`src/rtl/auxcnt_pkg.sv`:
```
package auxcnt_pkg;
  // Per-cycle commands from control to datapath
  typedef struct packed {
    logic coreLoad;
    logic coreStep;
    logic latchLoad;
    logic latchToggle;
    logic auxLoad;
    logic auxStep;
  } auxStrobes_t;
endpackage

```
`src/rtl/auxcnt_sync.sv`:
```
module auxcnt_sync #(
  parameter int STAGES = 2
) (
  input  logic clk,
  input  logic rstN,
  input  logic din,
  output logic dout
);
  logic [STAGES-1:0] chain;

  generate
    if (STAGES == 1) begin : gSingle
      always_ff @(posedge clk or negedge rstN) begin
        if (!rstN) chain <= '0;
        else       chain <= din;
      end
    end else begin : gMulti
      always_ff @(posedge clk or negedge rstN) begin
        if (!rstN) chain <= '0;
        else       chain <= {chain[STAGES-2:0], din};
      end
    end
  endgenerate

  assign dout = chain[STAGES-1];
endmodule

```
`src/rtl/auxcnt_ctrl.sv`:
```
module auxcnt_ctrl
  import auxcnt_pkg::*;
#(
  parameter int CORE_W      = 16,
  parameter int SYNC_STAGES = 2
) (
  input  logic              clk,
  input  logic              rstN,
  input  logic [2:0]        edgeMode,
  input  logic              countIn,
  input  logic              coreRun,
  input  logic              coreDown,
  input  logic              wrCoreEn,
  input  logic              wrLatchEn,
  input  logic              wrAuxEn,
  input  logic [CORE_W-1:0] coreValue,
  input  logic              latchValue,
  output auxStrobes_t       strobes
);
  localparam logic [CORE_W-1:0] CORE_TOP = '1;
  localparam logic [CORE_W-1:0] CORE_BOT = '0;

  logic syncIn, prevIn;
  logic extRise, extFall;
  logic stepCore, atLimit, wrapPulse;
  logic latchRise, latchFall;
  logic srcRise, srcFall, countEvent;

  auxcnt_sync #(.STAGES(SYNC_STAGES)) uSync (
    .clk  (clk),
    .rstN (rstN),
    .din  (countIn),
    .dout (syncIn)
  );

  always_ff @(posedge clk or negedge rstN) begin
    if (!rstN) prevIn <= 1'b0;
    else       prevIn <= syncIn;
  end

  assign extRise = syncIn & ~prevIn;
  assign extFall = ~syncIn & prevIn;

  // Core wrap detection
  assign stepCore  = coreRun & ~wrCoreEn;
  assign atLimit   = coreDown ? (coreValue == CORE_BOT) : (coreValue == CORE_TOP);
  assign wrapPulse = stepCore & atLimit;

  // Latch events come from the wrap pulse and the latch's next value.
  // A software load of the latch never creates one.
  assign latchRise = wrapPulse & ~wrLatchEn & ~latchValue;
  assign latchFall = wrapPulse & ~wrLatchEn &  latchValue;

  assign srcRise    = edgeMode[2] ? latchRise : extRise;
  assign srcFall    = edgeMode[2] ? latchFall : extFall;
  assign countEvent = (edgeMode[0] & srcRise) | (edgeMode[1] & srcFall);

  always_comb begin
    strobes             = '0;
    strobes.coreLoad    = wrCoreEn;
    strobes.coreStep    = stepCore;
    strobes.latchLoad   = wrLatchEn;
    strobes.latchToggle = wrapPulse & ~wrLatchEn;
    strobes.auxLoad     = wrAuxEn;
    strobes.auxStep     = countEvent & ~wrAuxEn;
  end
endmodule

```
`src/rtl/auxcnt_datapath.sv`:
```
module auxcnt_datapath
  import auxcnt_pkg::*;
#(
  parameter int CORE_W = 16,
  parameter int AUX_W  = 16
) (
  input  logic              clk,
  input  logic              rstN,
  input  auxStrobes_t       strobes,
  input  logic              coreDown,
  input  logic              auxDown,
  input  logic [CORE_W-1:0] wrCoreData,
  input  logic              wrLatchData,
  input  logic [AUX_W-1:0]  wrAuxData,
  output logic [CORE_W-1:0] coreValue,
  output logic              latchValue,
  output logic [AUX_W-1:0]  auxValue
);
  localparam logic [CORE_W-1:0] CORE_ONE = CORE_W'(1);
  localparam logic [AUX_W-1:0]  AUX_ONE  = AUX_W'(1);

  always_ff @(posedge clk or negedge rstN) begin
    if (!rstN)                 coreValue <= '0;
    else if (strobes.coreLoad) coreValue <= wrCoreData;
    else if (strobes.coreStep) coreValue <= coreDown ? coreValue - CORE_ONE
                                                     : coreValue + CORE_ONE;
  end

  always_ff @(posedge clk or negedge rstN) begin
    if (!rstN)                    latchValue <= 1'b0;
    else if (strobes.latchLoad)   latchValue <= wrLatchData;
    else if (strobes.latchToggle) latchValue <= ~latchValue;
  end

  always_ff @(posedge clk or negedge rstN) begin
    if (!rstN)                auxValue <= '0;
    else if (strobes.auxLoad) auxValue <= wrAuxData;
    else if (strobes.auxStep) auxValue <= auxDown ? auxValue - AUX_ONE
                                                  : auxValue + AUX_ONE;
  end
endmodule

```
`src/rtl/aux_chain_counter.sv`:
```
module aux_chain_counter
  import auxcnt_pkg::*;
#(
  parameter int CORE_W      = 16,
  parameter int AUX_W       = 16,
  parameter int SYNC_STAGES = 2
) (
  input  logic              clk,
  input  logic              rstN,
  input  logic [2:0]        edgeMode,
  input  logic              countIn,
  input  logic              coreRun,
  input  logic              coreDown,
  input  logic              auxDown,
  input  logic              wrCoreEn,
  input  logic [CORE_W-1:0] wrCoreData,
  input  logic              wrLatchEn,
  input  logic              wrLatchData,
  input  logic              wrAuxEn,
  input  logic [AUX_W-1:0]  wrAuxData,
  output logic [CORE_W-1:0] coreValue,
  output logic              latchValue,
  output logic [AUX_W-1:0]  auxValue
);
  auxStrobes_t strobes;

  auxcnt_ctrl #(.CORE_W(CORE_W), .SYNC_STAGES(SYNC_STAGES)) uCtrl (
    .clk        (clk),
    .rstN       (rstN),
    .edgeMode   (edgeMode),
    .countIn    (countIn),
    .coreRun    (coreRun),
    .coreDown   (coreDown),
    .wrCoreEn   (wrCoreEn),
    .wrLatchEn  (wrLatchEn),
    .wrAuxEn    (wrAuxEn),
    .coreValue  (coreValue),
    .latchValue (latchValue),
    .strobes    (strobes)
  );

  auxcnt_datapath #(.CORE_W(CORE_W), .AUX_W(AUX_W)) uDp (
    .clk         (clk),
    .rstN        (rstN),
    .strobes     (strobes),
    .coreDown    (coreDown),
    .auxDown     (auxDown),
    .wrCoreData  (wrCoreData),
    .wrLatchData (wrLatchData),
    .wrAuxData   (wrAuxData),
    .coreValue   (coreValue),
    .latchValue  (latchValue),
    .auxValue    (auxValue)
  );
endmodule

```
`config.mk`:
```
export PLATFORM = sky130hd
export DESIGN_NAME = aux_chain_counter
export DESIGN_NICKNAME = d
export VERILOG_FILES = /design/src/rtl/auxcnt_pkg.sv /design/src/rtl/auxcnt_sync.sv /design/src/rtl/auxcnt_ctrl.sv /design/src/rtl/auxcnt_datapath.sv /design/src/rtl/aux_chain_counter.sv
export SDC_FILE = /design/constraint.sdc
export NUM_CORES = 1
export LEC_CHECK = 0
export ABC_AREA = 1
export BUFFER_PORTS_ARGS = -buffer_cell sky130_fd_sc_hd__buf_2
export CORE_MARGIN = 5
export CORE_UTILIZATION = 50
export DETAILED_ROUTE_END_ITERATION = 6
export GPL_TIMING_DRIVEN = 0
export PLACE_DENSITY = 0.75
export SLEW_MARGIN = 10
export SYNTH_ARGS = -nofsm -noshare
export SYNTH_HDL_FRONTEND = slang
export SYNTH_SLANG_ARGS = --single-unit
export TNS_END_PERCENT = 5
```
`constraint.sdc`:
```
create_clock -name clk -period 1.9 [get_ports clk]
set_input_delay 0.095 -clock clk [delete_from_list [all_inputs] [get_ports clk]]
set_output_delay 0.095 -clock clk [all_outputs]
set_load 0.02 [all_outputs]
```
**Word level (Yosys, flattened, before mapping)**

Index checks and enable logic that the tools add are counted.

- $add $sub $neg: 4
- $mul: 0
- Div/mod/pow operators: 0
- Magnitude comparators: 0
- Equal/unequal tests: 1
- Shift operators: 0
- Multiplexer cells: 11
- Bitwise logic cells: 17
- Reduce and logical (&&, ||, !) cells: 4

Operators with widths:

| operator | count |
|---|---|
| 2-to-1 mux 16 bit | 6 |
| adder 16 x 1 -> 16 bit, second input constant | 2 |
| subtractor 16 x 1 -> 16 bit, second input constant | 2 |
| == test 16 bit, second input constant | 1 |
| zero test 16 bit | 1 |
| bitwise AND 1 bit | 10 |
| inverter 1 bit | 6 |
| nonzero test 2 bit | 3 |
| 2-to-1 mux 1 bit | 5 |
| OR 1 bit | 1 |

- Register bits: 36
- Latch bits: 0
- Bits in writable memories: 0
- Memory bits (read-only): 0
- Output and inout bits: 33
- Memories: 0

**Longest topological paths before layout**

Gate-level depths: netlist of the first run.

- Word-level depth: 11
- Mapped depth: 14
- Depth with buffers taken out: 14

**Hierarchy**

A second synthesis of the first run with hierarchy kept.

- Cell total of the unflattened synthesis: 552
- Area, all modules: 3522.1 um2

By module, submodules not included:

| module | times used | cells an instance | area an instance (um2) | seq. area each (um2) |
|---|---|---|---|---|
| auxcnt_datapath | 1 | 496 | 3200.6 | 825.8 |
| auxcnt_ctrl | 1 | 54 | 271.5 | 25.0 |
| auxcnt_sync | 1 | 2 | 50.0 | 50.0 |

**Worst setup path after synthesis of the first run**

OpenSTA, ideal clock, no wires.

- Path type: register to register
- Start: register uDp.auxValue[0]
- End: register uDp.auxValue[14]
- Library setup time: 0.117 ns
- Arrival time: 1.764 ns
- Path slack: 0.019 ns
- Cell stages (with the launch flop): 15
- Cell sequence: dfrtp_1 > inv_1 > fa_1 > inv_1 > nand3_1 > nand2_1 > nand2_1 > nand2_1 > nand3_1 > nand2_1 > nand2_1 > nand3_1 > nand2_1 > nand2_2 > nand2_1

- Longest elaborated chain between the ends: 4

RTL lines:

| element | RTL line | source |
|---|---|---|
| start, declared | auxcnt_datapath.sv:17 | `output logic [AUX_W-1:0] auxValue` |
| start signal, assigned | auxcnt_datapath.sv:37 | `else if (strobes.auxLoad) auxValue <= wrAuxData;` |
| start signal, assigned | auxcnt_datapath.sv:38 | `else if (strobes.auxStep) auxValue <= auxDown ? auxValue - AUX_ONE` |
| adder 16 x 1 -> 16 bit or subtractor 16 x 1 -> 16 bit (tied branches) | auxcnt_datapath.sv:39, auxcnt_datapath.sv:38 |  |
| 2-to-1 mux 16 bit (*) (2 in a row) | auxcnt_datapath.sv:38 |  |
| 2-to-1 mux 16 bit (*) | auxcnt_datapath.sv:37 |  |

Every way passes the cells marked *; elsewhere a longest branch is shown, timed or not. The select of a mux whose other input is x is not followed.
A chain may end at the register's enable or synchronous reset.

**Final worst setup path of the first run**

- Start: register uDp.coreValue[1]
- End: register uDp.coreValue[11]

- Longest elaborated chain between the ends: 4

RTL lines:

| element | RTL line | source |
|---|---|---|
| start, declared | auxcnt_datapath.sv:15 | `output logic [CORE_W-1:0] coreValue,` |
| start signal, assigned | auxcnt_datapath.sv:24 | `else if (strobes.coreLoad) coreValue <= wrCoreData;` |
| start signal, assigned | auxcnt_datapath.sv:25 | `else if (strobes.coreStep) coreValue <= coreDown ? coreValue - CORE_ONE` |
| adder 16 x 1 -> 16 bit or subtractor 16 x 1 -> 16 bit (tied branches) | auxcnt_datapath.sv:26, auxcnt_datapath.sv:25 |  |
| 2-to-1 mux 16 bit (*) (2 in a row) | auxcnt_datapath.sv:25 |  |
| 2-to-1 mux 16 bit (*) | auxcnt_datapath.sv:24 |  |

Marks and branches as above.

==> results by group, run 1 <==
Clock network
  – TritonCTS clock tree: done
  – CTS Sinks: 36
  – Clock latency on the worst-skew pair: 0.29 ns
  – Clk pin slew, worst setup/hold paths: 0.08 ns
  – CTS Buffer Depth: 2
  – Root Driver: clkbuf_8
  – Num CTS Buffers: 5
  – H-tree depth: 2

Global route
  – Largest net degree at the start of global routing: 37
  – First-pass GRT wire length: 16100 um
  – Vias in the first global route: 3525
  – Tot GR Track Use: 0.229
  – Initial antenna violation count: 0
  – Total grt overflow: 0

Detailed routing
  – Via Count: 3767
  – Post-route DRC: 0
  – Wire per inst: 15.7 um
  – DRT iter0 DRCs: 110
  – Post-route ant nets: 0
  – Routed WL: 10400 um
  – Drt pass-1 iters: 5
  – Via density per instance: 5.69

Synth
  – Yosys reg bits: 36
  – Top cells by area, synth: dfrtp_1, nand2_1, ha_1
  – Number of flops mapped to enable cells by yosys: 0
  – Area of the mapped netlist: 0.00347 mm^2
  – Avg Cell Area, Syn: 7.09 um^2
  – Area leader, netlist: dfrtp_1
  – Top cells by count, synth: nand2_1, a21oi_1, dfrtp_1, nor2_1, inv_1
  – Syn Nets: 564
  – FFs w/ async S/R, synth: 1.00
  – Post-Synthesis Cells: 489
  – Area share of the largest cell type after synthesis: 0.260
  – Ys flop type: dfrtp_1
  – Most common cell in the netlist: nand2_1
  – Register area share after synthesis: 0.260
  – Yosys cell types: 45
  – Synth warn: 0

Pwr
  – Int Pwr: 2.25 mW
  – Net Sw Frac: 0.462
  – Psw: 1.93 mW
  – P per Cell Area: 952 mW/mm^2
  – Clock share of power: 0.165
  – Tot Pwr: 4.18 mW
  – Max rail drop VDD: 0.462 mV
  – Leakage power: 2.20 nW
  – Logic pwr share: 0.572
  – Sequential share of power: 0.263

Final layout
  – Share of cells above drive strength 1: 0.313
  – Final Util: 0.649
  – N_diodes: 0
  – Area of the multi-input gates: 0.00254 mm^2
  – Area grow syn2layout: 26.5%
  – Layout Nets: 656
  – FF/Latch Area: 905 um^2
  – Filler Cells Inserted: 613

Critical path
  – CP max FO: 4
  – Critical Path AT: 2.01 ns
  – Critical Path End Type: flop
  – Worst Path Required: 2.08 ns
  – Setup CP Type: flop to flop
  – Startpoint types: flop

Timing
  – Final count of hold timing violations: 0
  – Crit path time final: 1.83 ns
  – Hold WS: 0.0225 ns
  – Final clock skew: 0.00597 ns
  – Final Cycle Share: 0.963
  – Worst Max-Slew Pin Slew: 0.851 ns
  – # setup viols final: 0
  – Pins over their slew limit: 0
  – Worst slew margin: 0.432
  – Unrepaired setup endpoints after global routing: true
  – Highest clock rate: 0.546 GHz

Floorplanning
  – Die W: 93.3 um
  – Initial Util: 0.513
  – Row cnt: 30
  – I/O pin count: 78
  – Core footprint: 0.00676 mm^2
  – Die Ht: 93.3 um
  – Die area: 0.00870 mm^2

Placement
  – Post-DP HPWL: 7760 um
  – PortBufs: 76
  – GPL Wtd Cong: 0.972

Run status
  – Status: completed

Min path
  – Hold Path Class: input pin to flop

Job
  – Total of max-cap violations: 0
layout make-up:
cell class	count	area share
multi-input combinational	399	0.579
sequential	36	0.206
timing repair buffer	85	0.103
inverter	43	0.0405
buffer	11	0.0228
tap	80	0.0228
clock buffer	5	0.0157
clock inverter	3	0.00969
per-stage QoR:
stage	setup slack (ns)	area, um^2	std cells	setup TNS [ns]
after global placement	-0.153	3950	645	-0.363
final	0.0700	4390	662	0
after detailed placement	-0.202	3950	645	-0.811
after floorplan	0.0186	3470	489	0
after CTS	-0.0546	4100	656	-0.0956
after global routing	-0.0248	4390	662	-0.142
timing repair:
item | 4_1_cts | 5_1_grt
setup endpoints to repair | 8 | 19
pin swaps | 0 | 5
buffers inserted | 1 | 6
gates resized for setup | 5 | 49
endpoints found under the hold margin | 37 | 0
cloned | 0 | 0
hold buffers | 2 | 0
routing by layer:
metal / GRT usage / vias up / routed length (um)
met5: 0 / - / 0
met4: 0.0684 / 0 / 218
met3: 0.0322 / 25 / 627
met2: 0.410 / 155 / 5340
met1: 0.282 / 1734 / 4210
li1: - / 1853 / -
power by group through the flow:
stage | clock network [mW] | logic, mW | registers (mW)
after floorplan | 0 | 1.34 | 1.24
after global placement | 0 | 2.01 | 1.09
after detailed placement | 0 | 2.06 | 1.10
after CTS | 0.717 | 2.10 | 1.08
after global routing | 0.743 | 2.63 | 1.12
final | 0.690 | 2.39 | 1.10
worst paths after layout:
check | from | to | slack, ns | cells after the start
max | uDp.coreValue[1] | uDp.coreValue[11] | 0.07 | 10
min | wrCoreData[7] | uDp.coreValue[7] | 0.02 | 3
max reg2reg | uDp.coreValue[1] | uDp.coreValue[11] | 0.07 | 10
min reg2reg | uCtrl.uSync.chain[0] | uCtrl.uSync.chain[1] | 0.36 | 0
max in group asynchronous | rstN | uDp.coreValue[10] | 0.88 | 2
min in group asynchronous | rstN | uDp.coreValue[1] | 0.44 | 2
critical path, cell delays in order (launching register included):
cell	delay [ns]
dfrtp_1	0.41
buf_4	0.15
ha_1	0.26
nand3_1	0.09
nand3_2	0.12
a21oi_4	0.25
o21bai_2	0.12
nand2_2	0.09
nand3b_1	0.08
nand3_1	0.09
nand2_1	0.05
kinds of logic after synthesis:
logic type | share of synthesized area
buf+inv | 0.0801
flops | 0.260
simple gates | 0.357
fa+ha+maj | 0.113
compound gates | 0.163
xor+xnor | 0.0278
sequential cells by signal, summed over array words and instances (netlist names):
signal / count
uCtrl.prevIn: 1
uCtrl.uSync.chain: 2
uDp.auxValue: 16
uDp.coreValue: 16
uDp.latchValue: 1
cell usage in the layout (no fill, tap or decap), types with 3 or more instances in the layout:
cell      count
nand2_4       3
a21oi_2      10
xnor2_1       9
nor2_1       32
clkbuf_1      4
dfrtp_1      33
ha_4          9
inv_2         7
nand4_1      20
a31oi_1       3
buf_2        76
dfrtp_2       3
o21ai_0      12
o21ai_1      16
nand3_2       7
clkbuf_8      7
nand3_1      29
buf_4         7
nand3b_1      4
a21o_1        4
a22oi_1      10
ha_2          3
nand2_1     130
inv_1        33
o21a_1        3
nand2_2      18
buf_6         3
nor3_1        3
ha_1         16
a21oi_1      25
nor2_2        7
No activity file was read; power rests on OpenSTA's default activity.
==> run 2: changes to the inputs <==
Settings changed: GPL_TIMING_DRIVEN 0 to not set.
==> run 2 against run 1 <==
  * Global-route usage fell by 0.50 points
  * Power rose by 1.9%
  * Non-clock buffer count fell by 1
  * Via count fell by 2.7%
  * Hold slack got worse by 0.0049 ns
==> results by group, run 2 (synthesis results as in run 1) <==
Run status
  – Status: completed (unchanged)

Placement
  – PortBufs: 77 (was 76)
  – Pre-CTS WS: 0.0217 ns (was -0.202 ns)
  – Post-DP HPWL: 7480 um (was 7760 um)
  – DP Area: 0.00398 mm^2 (was 0.00395 mm^2)
  – GPL Wtd Cong: 0.927 (was 0.972)

Clock network
  – H-tree depth: 2 (unchanged)
  – Root Driver: clkbuf_8 (unchanged)
  – CTS Buffer Depth: 2 (unchanged)
  – TritonCTS clock tree: done (unchanged)
  – Clk pin slew, worst setup/hold paths: 0.08 ns (about the same)
  – CTS Sinks: 36 (unchanged)
  – Num CTS Buffers: 5 (unchanged)
  – Clock latency on the worst-skew pair: 0.29 ns (about the same)

Timing
  – # setup viols final: 0 (unchanged)
  – Final Cycle Share: 0.936 (was 0.963)
  – Final WS setup: 0.121 ns (was 0.0700 ns)
  – Crit path time final: 1.78 ns (was 1.83 ns)
  – Hold WS: 0.0176 ns (was 0.0225 ns)
  – Worst slew margin: 0.410 (was 0.432)
  – Setup TNS: 0 ns (unchanged)
  – Final clock skew: 0.00560 ns (was 0.00597 ns)
  – Unrepaired setup endpoints after global routing: true (unchanged)
  – Highest clock rate: 0.562 GHz (was 0.546 GHz)
  – Pins over their slew limit: 0 (unchanged)
  – Worst Max-Slew Pin Slew: 0.885 ns (was 0.851 ns)
  – Final count of hold timing violations: 0 (unchanged)

Detailed routing
  – DRT iter0 DRCs: 92 (was 110)
  – Wire per inst: 14.6 um (was 15.7 um)
  – Routed WL: 9630 um (was 10400 um)
  – Via density per instance: 5.54 (was 5.69)
  – Drt pass-1 iters: 5 (unchanged)
  – Via Count: 3664 (was 3767)
  – Post-route DRC: 0 (unchanged)
  – Post-route ant nets: 0 (unchanged)

Critical path
  – Most frequent CP cell: nand2_1 (was nand3_1)
  – Slowest CP cell: dfrtp_1 (unchanged)
  – Startpoint types: flop (unchanged)
  – Crit-path cells: ha_1 -> a21oi_2 -> nand2_2 -> nand2_1 -> nand2_2 -> nand2_1 -> nand2_1 -> a21oi_1 -> a21oi_2 -> nand2_2 -> nand2_1 (was buf_4 -> ha_1 -> nand3_1 -> nand3_2 -> a21oi_4 -> o21bai_2 -> nand2_2 -> nand3b_1 -> nand3_1 -> nand2_1)
  – Critical Path End Type: flop (unchanged)
  – Family with the most delay on the worst path: simple AND/OR/NAND/NOR gates (unchanged)
  – Critical Path AT: 1.97 ns (was 2.01 ns)
  – Worst Path Required: 2.09 ns (was 2.08 ns)
  – Crit path largest cell delay: 0.41 ns (about the same)
  – CP max FO: 5 (was 4)
  – Setup CP Type: flop to flop (unchanged)
  – Worst path bufs/invs: 0 (was 1)

Final layout
  – Largest registers: uDp.auxValue (16), uDp.coreValue (16), uCtrl.uSync.chain (2) (unchanged)
  – Leading cell type in the layout, fill and taps excluded: nand2_1 (unchanged)
  – Most frequent cells in the layout: nand2_1, buf_2, nor2_1, dfrtp_1, inv_1 (was nand2_1, buf_2, inv_1, dfrtp_1, nor2_1)
  – Share of cells above drive strength 1: 0.277 (was 0.313)
  – Layout Nets: 655 (was 656)
  – N_diodes: 0 (unchanged)
  – Final Util: 0.630 (was 0.649)
  – Area grow syn2layout: 22.8% (was 26.5%)
  – Post-route cell area: 0.00426 mm^2 (was 0.00439 mm^2)
  – Filler Cells Inserted: 642 (was 613)

Global route
  – Vias in the first global route: 3504 (was 3525)
  – Total grt overflow: 0 (unchanged)
  – Initial antenna violation count: 0 (unchanged)
  – Tot GR Track Use: 0.224 (was 0.229)
  – First-pass GRT wire length: 15900 um (was 16100 um)
  – Largest net degree at the start of global routing: 37 (unchanged)

Pwr
  – Max rail drop VDD: 0.420 mV (was 0.462 mV)
  – Leakage power: 2.21 nW (was 2.20 nW)
  – P per Cell Area: 999 mW/mm^2 (was 952 mW/mm^2)

Floorplanning
  – I/O pin count: 78 (unchanged)
  – Core footprint: 0.00676 mm^2 (unchanged)
  – Die Ht: 93.3 um (unchanged)
  – Row cnt: 30 (unchanged)
  – Initial Util: 0.513 (unchanged)
  – Die W: 93.3 um (unchanged)
  – Die area: 0.00870 mm^2 (unchanged)

Job
  – Total of max-cap violations: 0 (unchanged)

Min path
  – Hold Path Class: input pin to flop (unchanged)
==> run 2: changes by cell type in the layout (fill, tap and decap cells not counted), moves of 5 or more <==
cell / previous run / this run
ha_1: 16 / 24
ha_4: 9 / 2
a21oi_1: 25 / 30
buf_4: 7 / 15
==> run 2: cell type report <==
cell class | count | area, um^2 | share of cell area
clock buffers | 5 | 68.8 | 0.0162
clock inverters | 3 | 90.1 | 0.0212
inverters | 43 | 178 | 0.0417
multi-input cells | 399 | 2380 | 0.559
flip-flops and latches | 36 | 902 | 0.212
well taps | 80 | 100 | 0.0235
repair buffers | 95 | 538 | 0.126
==> run 2: worst reg2reg max path, stage by stage, from the launching register on <==
cell     delay [ns]
dfrtp_1        0.41
ha_1           0.36
a21oi_2        0.20
nand2_2        0.10
nand2_1        0.08
nand2_2        0.06
nand2_1        0.08
nand2_1        0.05
a21oi_1        0.16
a21oi_2        0.08
nand2_2        0.06
nand2_1        0.05
==> run 2: report_power, final <==
group          internal, mW  switching, mW  total [mW]
clock network         0.657          0.316       0.973
logic                 0.856           1.36        2.21
registers             0.913          0.159        1.07
==> run 2: path summary, 6_finish.rpt <==
check / start / end / slack [ns] / depth (start not counted)
setup reg to reg: uDp.auxValue[3] / uDp.auxValue[8] / 0.12 / 11
min in group asynchronous: rstN / uCtrl.uSync.chain[0] / 0.46 / 2
hold / removal: wrCoreData[3] / uDp.coreValue[3] / 0.02 / 3
max in group asynchronous: rstN / uDp.coreValue[0] / 0.84 / 2
setup / recovery: uDp.auxValue[3] / uDp.auxValue[8] / 0.12 / 11
hold reg to reg: uCtrl.uSync.chain[0] / uCtrl.uSync.chain[1] / 0.36 / 0
==> run 2: per-layer routing <==
metal | GRT usage | up-vias | wire [um]
met5 | 0 | - | 0
met4 | 0.0440 | 0 | 72
met3 | 0.0330 | 8 | 480
met2 | 0.422 | 97 | 5100
met1 | 0.267 | 1711 | 3980
li1 | - | 1848 | -
==> run 2: timing repair <==
item                       4_1_cts  5_1_grt
hold buffers                     2        0
hold endpoints to repair        37        0
buffers inserted                 0        1
setup endpoints to repair        0       15
gates resized for setup          0       24
==> run 2: through the flow <==
step	power, mW	instances
global placement	3.14	650
CTS	4.16	660
floorplan	2.58	489
detailed placement	3.18	650
global route	4.57	661
finish	4.26	661
